===== src/rtl/irq_list_pkg.sv =====
package irq_list_pkg;

  // Bit positions inside a per-entry status nibble
  localparam int NIB_PEND = 0;
  localparam int NIB_ACT  = 1;
  localparam int NIB_LINK = 3;

  // Strobes from the control to the entry storage
  typedef struct packed {
    logic wrGo;   // accepted host write to wrIdx
    logic ackGo;  // acknowledge applies to ackIdx
    logic eoiGo;  // end-of-interrupt applies to eoiIdx
  } lrCmd_t;

endpackage


===== src/rtl/irq_list_ctrl.sv =====
module irq_list_ctrl
  import irq_list_pkg::*;
#(
  parameter int NUM_ENTRIES = 4,
  parameter int VID_W       = 10,
  localparam int IDX_W      = $clog2(NUM_ENTRIES)
) (
  input  logic                                clk,
  input  logic                                rstN,
  input  logic                                hostWrEn,
  input  logic [IDX_W-1:0]                    hostWrIdx,
  input  logic                                hostWrPend,
  input  logic                                hostWrAct,
  input  logic                                hostWrLink,
  input  logic                                ackReq,
  input  logic                                eoiReq,
  input  logic [VID_W-1:0]                    eoiVid,
  input  logic [NUM_ENTRIES-1:0]              pendVec,
  input  logic [NUM_ENTRIES-1:0]              actVec,
  input  logic [NUM_ENTRIES-1:0][VID_W-1:0]   vidArr,
  output lrCmd_t                              cmd,
  output logic [IDX_W-1:0]                    ackIdx,
  output logic [IDX_W-1:0]                    eoiIdx,
  output logic [VID_W-1:0]                    ackVid,
  output logic                                badWrite,
  output logic                                strayEoi
);

  localparam logic [VID_W-1:0] SPURIOUS = '1;

  logic ackFound, eoiFound, wrOk, wrBad, eoiMiss;

  // Lowest-index pending entry for an acknowledge
  always_comb begin
    ackFound = 1'b0;
    ackIdx   = '0;
    for (int i = NUM_ENTRIES - 1; i >= 0; i--) begin
      if (pendVec[i]) begin
        ackFound = 1'b1;
        ackIdx   = IDX_W'(i);
      end
    end
  end

  // Lowest-index active entry whose number matches the retired one
  always_comb begin
    eoiFound = 1'b0;
    eoiIdx   = '0;
    for (int i = NUM_ENTRIES - 1; i >= 0; i--) begin
      if (actVec[i] && (vidArr[i] == eoiVid)) begin
        eoiFound = 1'b1;
        eoiIdx   = IDX_W'(i);
      end
    end
  end

  assign ackVid  = ackFound ? vidArr[ackIdx] : SPURIOUS;

  // Linked entries may not be pending and active together
  assign wrBad   = hostWrEn & hostWrLink & hostWrPend & hostWrAct;
  assign wrOk    = hostWrEn & ~wrBad;
  assign eoiMiss = eoiReq & ~eoiFound;

  // An accepted host write wins over guest actions on the same entry
  always_comb begin
    cmd.wrGo  = wrOk;
    cmd.ackGo = ackReq & ackFound & ~(wrOk & (hostWrIdx == ackIdx));
    cmd.eoiGo = eoiReq & eoiFound & ~(wrOk & (hostWrIdx == eoiIdx));
  end

  always_ff @(posedge clk or negedge rstN) begin
    if (!rstN) begin
      badWrite <= 1'b0;
      strayEoi <= 1'b0;
    end else begin
      if (wrBad)   badWrite <= 1'b1;
      if (eoiMiss) strayEoi <= 1'b1;
    end
  end

endmodule


===== src/rtl/irq_list_store.sv =====
module irq_list_store
  import irq_list_pkg::*;
#(
  parameter int NUM_ENTRIES = 4,
  parameter int VID_W       = 10,
  parameter int PID_W       = 10,
  localparam int IDX_W      = $clog2(NUM_ENTRIES)
) (
  input  logic                                clk,
  input  logic                                rstN,
  input  lrCmd_t                              cmd,
  input  logic [IDX_W-1:0]                    wrIdx,
  input  logic [VID_W-1:0]                    wrVid,
  input  logic                                wrPend,
  input  logic                                wrAct,
  input  logic                                wrLink,
  input  logic [PID_W-1:0]                    wrPid,
  input  logic [IDX_W-1:0]                    ackIdx,
  input  logic [IDX_W-1:0]                    eoiIdx,
  output logic [NUM_ENTRIES-1:0]              pendVec,
  output logic [NUM_ENTRIES-1:0]              actVec,
  output logic [NUM_ENTRIES-1:0][VID_W-1:0]   vidArr,
  output logic                                deactValid,
  output logic [PID_W-1:0]                    deactPid,
  output logic [NUM_ENTRIES-1:0]              emptyBits,
  output logic [4*NUM_ENTRIES-1:0]            statusNib
);

  logic [NUM_ENTRIES-1:0]             linkVec;
  logic [NUM_ENTRIES-1:0][PID_W-1:0]  pidArr;

  for (genvar i = 0; i < NUM_ENTRIES; i++) begin : g_entry
    logic [VID_W-1:0] vidR;
    logic [PID_W-1:0] pidR;
    logic             pendR, actR, linkR;
    logic             wrHere, ackHere, eoiHere;

    assign wrHere  = cmd.wrGo  && (wrIdx  == IDX_W'(i));
    assign ackHere = cmd.ackGo && (ackIdx == IDX_W'(i));
    assign eoiHere = cmd.eoiGo && (eoiIdx == IDX_W'(i));

    always_ff @(posedge clk or negedge rstN) begin
      if (!rstN) begin
        vidR  <= '0;
        pidR  <= '0;
        pendR <= 1'b0;
        actR  <= 1'b0;
        linkR <= 1'b0;
      end else if (wrHere) begin
        vidR  <= wrVid;
        pidR  <= wrPid;
        pendR <= wrPend;
        actR  <= wrAct;
        linkR <= wrLink;
      end else begin
        if (ackHere) begin
          pendR <= 1'b0;
          actR  <= 1'b1;
        end
        if (eoiHere) actR <= 1'b0;
      end
    end

    assign pendVec[i] = pendR;
    assign actVec[i]  = actR;
    assign linkVec[i] = linkR;
    assign vidArr[i]  = vidR;
    assign pidArr[i]  = pidR;
    assign emptyBits[i] = ~(pendR | actR);
    assign statusNib[4*i+NIB_PEND] = pendR;
    assign statusNib[4*i+NIB_ACT]  = actR;
    assign statusNib[4*i+2]        = 1'b0;
    assign statusNib[4*i+NIB_LINK] = linkR;
  end

  // Deactivate request issued the cycle after a linked entry retires
  logic linkRetire;
  assign linkRetire = cmd.eoiGo & linkVec[eoiIdx];

  always_ff @(posedge clk or negedge rstN) begin
    if (!rstN) begin
      deactValid <= 1'b0;
      deactPid   <= '0;
    end else begin
      deactValid <= linkRetire;
      if (linkRetire) deactPid <= pidArr[eoiIdx];
    end
  end

endmodule


===== src/rtl/irq_list_bank.sv =====
module irq_list_bank
  import irq_list_pkg::*;
#(
  parameter int NUM_ENTRIES = 4,
  parameter int VID_W       = 10,
  parameter int PID_W       = 10,
  localparam int IDX_W      = $clog2(NUM_ENTRIES)
) (
  input  logic                        clk,
  input  logic                        rstN,
  input  logic                        hostWrEn,
  input  logic [IDX_W-1:0]            hostWrIdx,
  input  logic [VID_W-1:0]            hostWrVid,
  input  logic                        hostWrPend,
  input  logic                        hostWrAct,
  input  logic                        hostWrLink,
  input  logic [PID_W-1:0]            hostWrPid,
  input  logic                        ackReq,
  output logic [VID_W-1:0]            ackVid,
  input  logic                        eoiReq,
  input  logic [VID_W-1:0]            eoiVid,
  output logic                        deactValid,
  output logic [PID_W-1:0]            deactPid,
  output logic [NUM_ENTRIES-1:0]      emptyBits,
  output logic [4*NUM_ENTRIES-1:0]    statusNib,
  output logic                        badWrite,
  output logic                        strayEoi
);

  lrCmd_t                             cmd;
  logic [IDX_W-1:0]                   ackIdx, eoiIdx;
  logic [NUM_ENTRIES-1:0]             pendVec, actVec;
  logic [NUM_ENTRIES-1:0][VID_W-1:0]  vidArr;

  irq_list_ctrl #(.NUM_ENTRIES(NUM_ENTRIES), .VID_W(VID_W)) u_ctrl (
    .clk(clk), .rstN(rstN),
    .hostWrEn(hostWrEn), .hostWrIdx(hostWrIdx), .hostWrPend(hostWrPend),
    .hostWrAct(hostWrAct), .hostWrLink(hostWrLink),
    .ackReq(ackReq), .eoiReq(eoiReq), .eoiVid(eoiVid),
    .pendVec(pendVec), .actVec(actVec), .vidArr(vidArr),
    .cmd(cmd), .ackIdx(ackIdx), .eoiIdx(eoiIdx), .ackVid(ackVid),
    .badWrite(badWrite), .strayEoi(strayEoi)
  );

  irq_list_store #(.NUM_ENTRIES(NUM_ENTRIES), .VID_W(VID_W), .PID_W(PID_W)) u_store (
    .clk(clk), .rstN(rstN), .cmd(cmd),
    .wrIdx(hostWrIdx), .wrVid(hostWrVid), .wrPend(hostWrPend),
    .wrAct(hostWrAct), .wrLink(hostWrLink), .wrPid(hostWrPid),
    .ackIdx(ackIdx), .eoiIdx(eoiIdx),
    .pendVec(pendVec), .actVec(actVec), .vidArr(vidArr),
    .deactValid(deactValid), .deactPid(deactPid),
    .emptyBits(emptyBits), .statusNib(statusNib)
  );

endmodule


===== config.mk =====
export PLATFORM = sky130hd
export DESIGN_NAME = irq_list_bank
export DESIGN_NICKNAME = d
export VERILOG_FILES = /design/src/rtl/irq_list_pkg.sv /design/src/rtl/irq_list_ctrl.sv /design/src/rtl/irq_list_store.sv /design/src/rtl/irq_list_bank.sv
export SDC_FILE = /design/constraint.sdc
export NUM_CORES = 1
export LEC_CHECK = 0
export CORE_MARGIN = 5
export CORE_UTILIZATION = 40
export CTS_BUF_LIST = sky130_fd_sc_hd__clkbuf_4
export DETAILED_ROUTE_END_ITERATION = 6
export GPL_ROUTABILITY_DRIVEN = 0
export HOLD_SLACK_MARGIN = 0.1
export PLACE_DENSITY = 0.59
export SLEW_MARGIN = 40
export SYNTH_ARGS = -nofsm -noshare
export SYNTH_HDL_FRONTEND = slang
export SYNTH_HIERARCHICAL = 1
export SYNTH_SLANG_ARGS = --single-unit

===== constraint.sdc =====
create_clock -name clk -period 2.75 [get_ports clk]
set_input_delay 0.275 -clock clk [delete_from_list [all_inputs] [get_ports clk]]
set_output_delay 0.275 -clock clk [all_outputs]
set_load 0.005 [all_outputs]

## After elaboration in Yosys (flattened, before gate mapping)

Index checks and enable logic that the tools add are counted.
W data, S select, Z words.

| word-level totals | value |
|---|---|
| memory bits (read-only) | 0 |
| register bits after elaboration | 105 |
| word-level logic and storage cells | 135 |
| memories kept | 0 |
| output and inout port bits | 43 |
| bits in writable memories | 0 |
| latch bits | 0 |

| cells by class | value |
|---|---|
| $lt $le $gt $ge | 2 |
| equal/unequal tests | 15 |
| mux-type cells | 43 |
| shifts and indexed selects | 0 |
| bitwise gates (word level) | 24 |
| reductions and logical operators | 27 |
| $mul | 0 |
| $add $sub $neg | 0 |
| divide/modulo/power cells | 0 |

Operators by type and width:

| cell | number |
|---|---|
| $bmux W10 S2 | 2 |
| $eq A10 B10 Y1 | 4 |
| $mux W10 | 3 |
| $mux W1 | 29 |
| $logic_and A1 B1 Y1 | 16 |
| $mux W2 | 8 |
| $and A1 B1 Y1 | 12 |
| $eq A2 B2 Y1 const B | 6 |
| $reduce_bool A3 Y1 | 4 |
| $not A1 Y1 | 8 |
| $reduce_bool A2 Y1 | 4 |
| $eq A2 B1 Y1 const B | 3 |
| $logic_not A2 Y1 | 3 |
| $lt A2 B3 Y1 const B | 2 |
| $eq A2 B2 Y1 | 2 |
| $or A1 B1 Y1 | 4 |
| $bmux W1 S2 | 1 |

## Logic depth before layout (Yosys ltp)

| logic depth | value |
|---|---|
| depth in word-level cells | 13 |
| gate-level depth with buffers | 11 |
| mapped depth without buffers | 9 |

## By module

The synthesis kept the hierarchy.

Modules (own cells, without submodules):

| module | area an instance (µm²) | seq. area each (µm²) | instances | cells each |
|---|---|---|---|---|
| irq_list_store | 4395.5 | 2577.5 | 1 | 282 |
| irq_list_ctrl | 1237.4 | 50.0 | 1 | 131 |

## Worst setup path before layout

Ideal clock, no wire load.

| timing | value |
|---|---|
| kind | input -> register |
| from | input eoiVid[5] |
| to | register u_store.deactPid[0] |
| buffers on the path | 2 |
| slack | 311 ps |
| data arrival time | 2315 ps |
| cell stages on the path | 11 |
| cells stage by stage | buf_6 xnor2_2 nand4_1 or3_1 a21oi_2 o21ai_0 a31oi_1 nand2_1 o22ai_2 buf_6 mux2_2 |

RTL lines:

| element | RTL line | source |
|---|---|---|
| start: declaration | irq_list_bank.sv:21 | `input logic [VID_W-1:0] eoiVid,` |
| end signal: assignment | irq_list_store.sv:86 | `if (linkRetire) deactPid <= pidArr[eoiIdx];` |
| end: declaration | irq_list_store.sv:24 | `output logic [PID_W-1:0] deactPid,` |

==> impl_metrics.json <==
{
  "antenna_found_initial": 1,
  "crit_required_ns": 3.14,
  "placed_area_um2": 6530,
  "clock_skew_ns": 0.0226,
  "root_buffer": "clkbuf_4",
  "first_global_vias": 3765,
  "synthArstFlopShare": 1.00,
  "power_w": 0.00489,
  "ys.warnings.count": 6,
  "io_pins": 83,
  "ys_types": 45,
  "status": "finished, final reports clean",
  "switching_share": 0.324,
  "multiInputGateArea_um2": 2670,
  "crit_type": "input port to flop",
  "top_usage_layer": "met2",
  "yosysTopAreaCellShare": 0.466,
  "yosysTopAreaCell": "dfrtp_1",
  "ys_seq_area_frac": 0.466,
  "yosys.cell_count.top_type": "dfrtp_1",
  "fill_cells": 1235,
  "yosys_most_used_dff": "dfrtp_1",
  "use_met2": 0.269,
  "grtUsageMet3": 0.0419,
  "die_area_um2": 16600,
  "finalCriticalPeriod_ns": 2.68,
  "wl_per_cell_um": 19.4,
  "ys_top_cells_by_area": "dfrtp_1, mux2_2, mux4_2",
  "io_buffers": 78,
  "finish.instance_area_um2": 6780,
  "num_rows": 43,
  "ff_latch_area_um2": 2630,
  "max_freq_mhz": 374,
  "use_met1": 0.230,
  "p_per_area_nw_per_um2": 721,
  "drc": 0,
  "die_h_um": 129,
  "area_delta_synth_final_pct": 20.3,
  "critPathArrivalTime_ns": 3.07,
  "route.vias.total": 3525,
  "netlist_area_um2": 5630,
  "cp_max_fo": 11,
  "fin_util": 0.490,
  "die_w_um": 129,
  "overflow": 0,
  "h-tree-depth": 3,
  "initial_core_util": 0.407,
  "clkLatencyLatePin_ns": 0.48,
  "fin_cells": 679,
  "worst_pin_slew_ns": 0.615,
  "avgViaCountPerCell": 5.19,
  "start_kind": "input port",
  "cts_sinks": 105,
  "power_frac_clock": 0.144,
  "clkSlewWorstSetupHoldPaths_ns": 0.16,
  "p_leak_nw": 2.76,
  "dpl.hpwl_um": 9300,
  "cp-end-kind": "flop",
  "track_usage": 0.170,
  "synth_cells": 413,
  "drtIter0Drc": 192,
  "syn_area_per_cell_um2": 13.6,
  "pwr-share-seq": 0.438,
  "combPwrFrac": 0.418,
  "grt_max_degree": 61,
  "hp-class": "input port to async pin",
  "grt_setup_unrepaired": "true",
  "p_int_w": 0.00330,
  "clk_path_buf_depth": 2,
  "synth_edf_count": 0,
  "synth_seq_cells": 105,
  "final_nets": 534,
  "final-setup-viol-count": 0,
  "maxCapViolations": 0,
  "ir_worst_vdd_uv": 381,
  "layout-drive-gt1-share": 0.440,
  "cts-buffers-inserted": 9,
  "wl_um": 13200,
  "cts_tree": "done",
  "dp.cells": 650,
  "synthTopCellsByCount": "dfrtp_1, mux2_2, xnor2_1",
  "power.switching_w": 0.00159,
  "core_area_um2": 13800,
  "timing.final.crit_share": 0.973,
  "finalHoldViolations": 0,
  "grt_pass1_wl_um": 21400,
  "relSlewSlack": 0.590,
  "dr.pass1.iters": 4,
  "slew_viol_final": 0,
  "ant_nets": 0,
  "hold_ws_ns": 0.329
}
-- kinds of logic after synthesis --
kind of cell	Yosys count	synth area share
mux	118	0.275
flops	105	0.466
compound gates	22	0.0287
simple gates	68	0.0740
xor+xnor	42	0.0806
other cells	1	0.000666
buf+inv	57	0.0744
-- worst max-delay path, cell delays in order --
cell and delay, ns:
clkdlybuf4s50_1 0.68, xnor2_2 0.18, nand4_1 0.11, or3_1 0.37
a211oi_2 0.30, mux2i_1 0.11, a31oi_1 0.21, nand2_1 0.12
o22ai_2 0.20, buf_12 0.17, mux2_2 0.33
-- final timing paths --
| kind | startpoint | to | slack (ns) | depth (start not counted) |
|---|---|---|---|---|
| max | eoiVid[2] | u_store/deactPid[7]$_DFFE_PN0P_ | 0.07 | 11 |
| min | rstN | u_store/g_entry[0].vidR[3]$_DFFE_PN0P_ | 0.33 | 2 |
| max reg2reg | u_store/g_entry[3].vidR[4]$_DFFE_PN0P_ | u_store/deactPid[7]$_DFFE_PN0P_ | 0.08 | 10 |
| min reg2reg | u_ctrl/strayEoi$_DFFE_PN0P_ | u_ctrl/strayEoi$_DFFE_PN0P_ | 0.48 | 1 |
| max in group asynchronous | rstN | u_store/g_entry[3].vidR[8]$_DFFE_PN0P_ | 1.70 | 3 |
| min in group clk | hostWrEn | u_ctrl/badWrite$_DFFE_PN0P_ | 0.46 | 2 |
-- flip-flops by register name (all words and copies together), names as in the netlist --
name	count
u_store/g_entry.linkR	4
u_store/g_entry.pendR	4
u_store/g_entry.actR	4
u_store/g_entry.pidR	40
u_store/g_entry.vidR	40
u_ctrl/strayEoi	1
u_store/deactPid	10
u_ctrl/badWrite	1
u_store/deactValid	1
-- power by group through the flow --
stage | Clock [W] | Sequential, W | Combinational [W]
global route | 0.000806 | 0.00218 | 0.00222
floorplan | 0 | 0.00207 | 0.00130
detailed placement | 0 | 0.00218 | 0.00199
CTS | 0.000746 | 0.00213 | 0.00216
global placement | 0 | 0.00216 | 0.00197
finish | 0.000705 | 0.00214 | 0.00204
-- per-layer routing --
metal	part of all wire	wire length, um	up-vias
met5	0	0	-
met4	0.016	209	0
met3	0.052	682	13
met2	0.48	6260	97
met1	0.46	6010	1801
li1	-	-	1614
-- area by class of cell --
cell class / instances / area share
diodes: 1 / 0.000369
clock buffers: 9 / 0.00997
clock inverters: 6 / 0.00646
inverters: 7 / 0.00388
multi-input cells: 254 / 0.394
flip-flops and latches: 105 / 0.388
well taps: 180 / 0.0332
repair buffers: 117 / 0.164
-- stage by stage --
stage | setup TNS [ns] | worst slack (ns)
4_1_cts | -0.0314 | -0.0314
6_report | 0 | 0.0730
2_1_floorplan | 0 | 0.311
5_1_grt | -0.798 | -0.0896
3_3_place_gp | -4.90 | -0.426
3_5_place_dp | -5.61 | -0.484
-- placed cells by master, fill, tap and decap left out, types with 4 or more instances in the layout --
cell	Yosys	layout
or2_2	11	9
nor2_1	10	9
clkbuf_4	0	9
dfrtp_1	105	103
nand3_1	7	7
xnor2_1	31	26
buf_12	0	5
buf_2	8	8
nand3b_1	4	4
xnor2_2	9	14
nand4_1	12	12
o21ai_0	8	8
buf_4	28	31
inv_1	7	7
conb_1	1	4
mux4_2	20	20
clkdlybuf4s50_1	0	67
mux2_2	95	93
-- repair_timing --
action,CTS,global route
endpoints found under the hold margin,45,0
setup endpoints to repair,10,21
buffers inserted,14,0
cloned,1,0
pin swaps,1,4
hold buffers,1,0
gates resized for setup,47,11
Power figures use the tool's default switching activity.
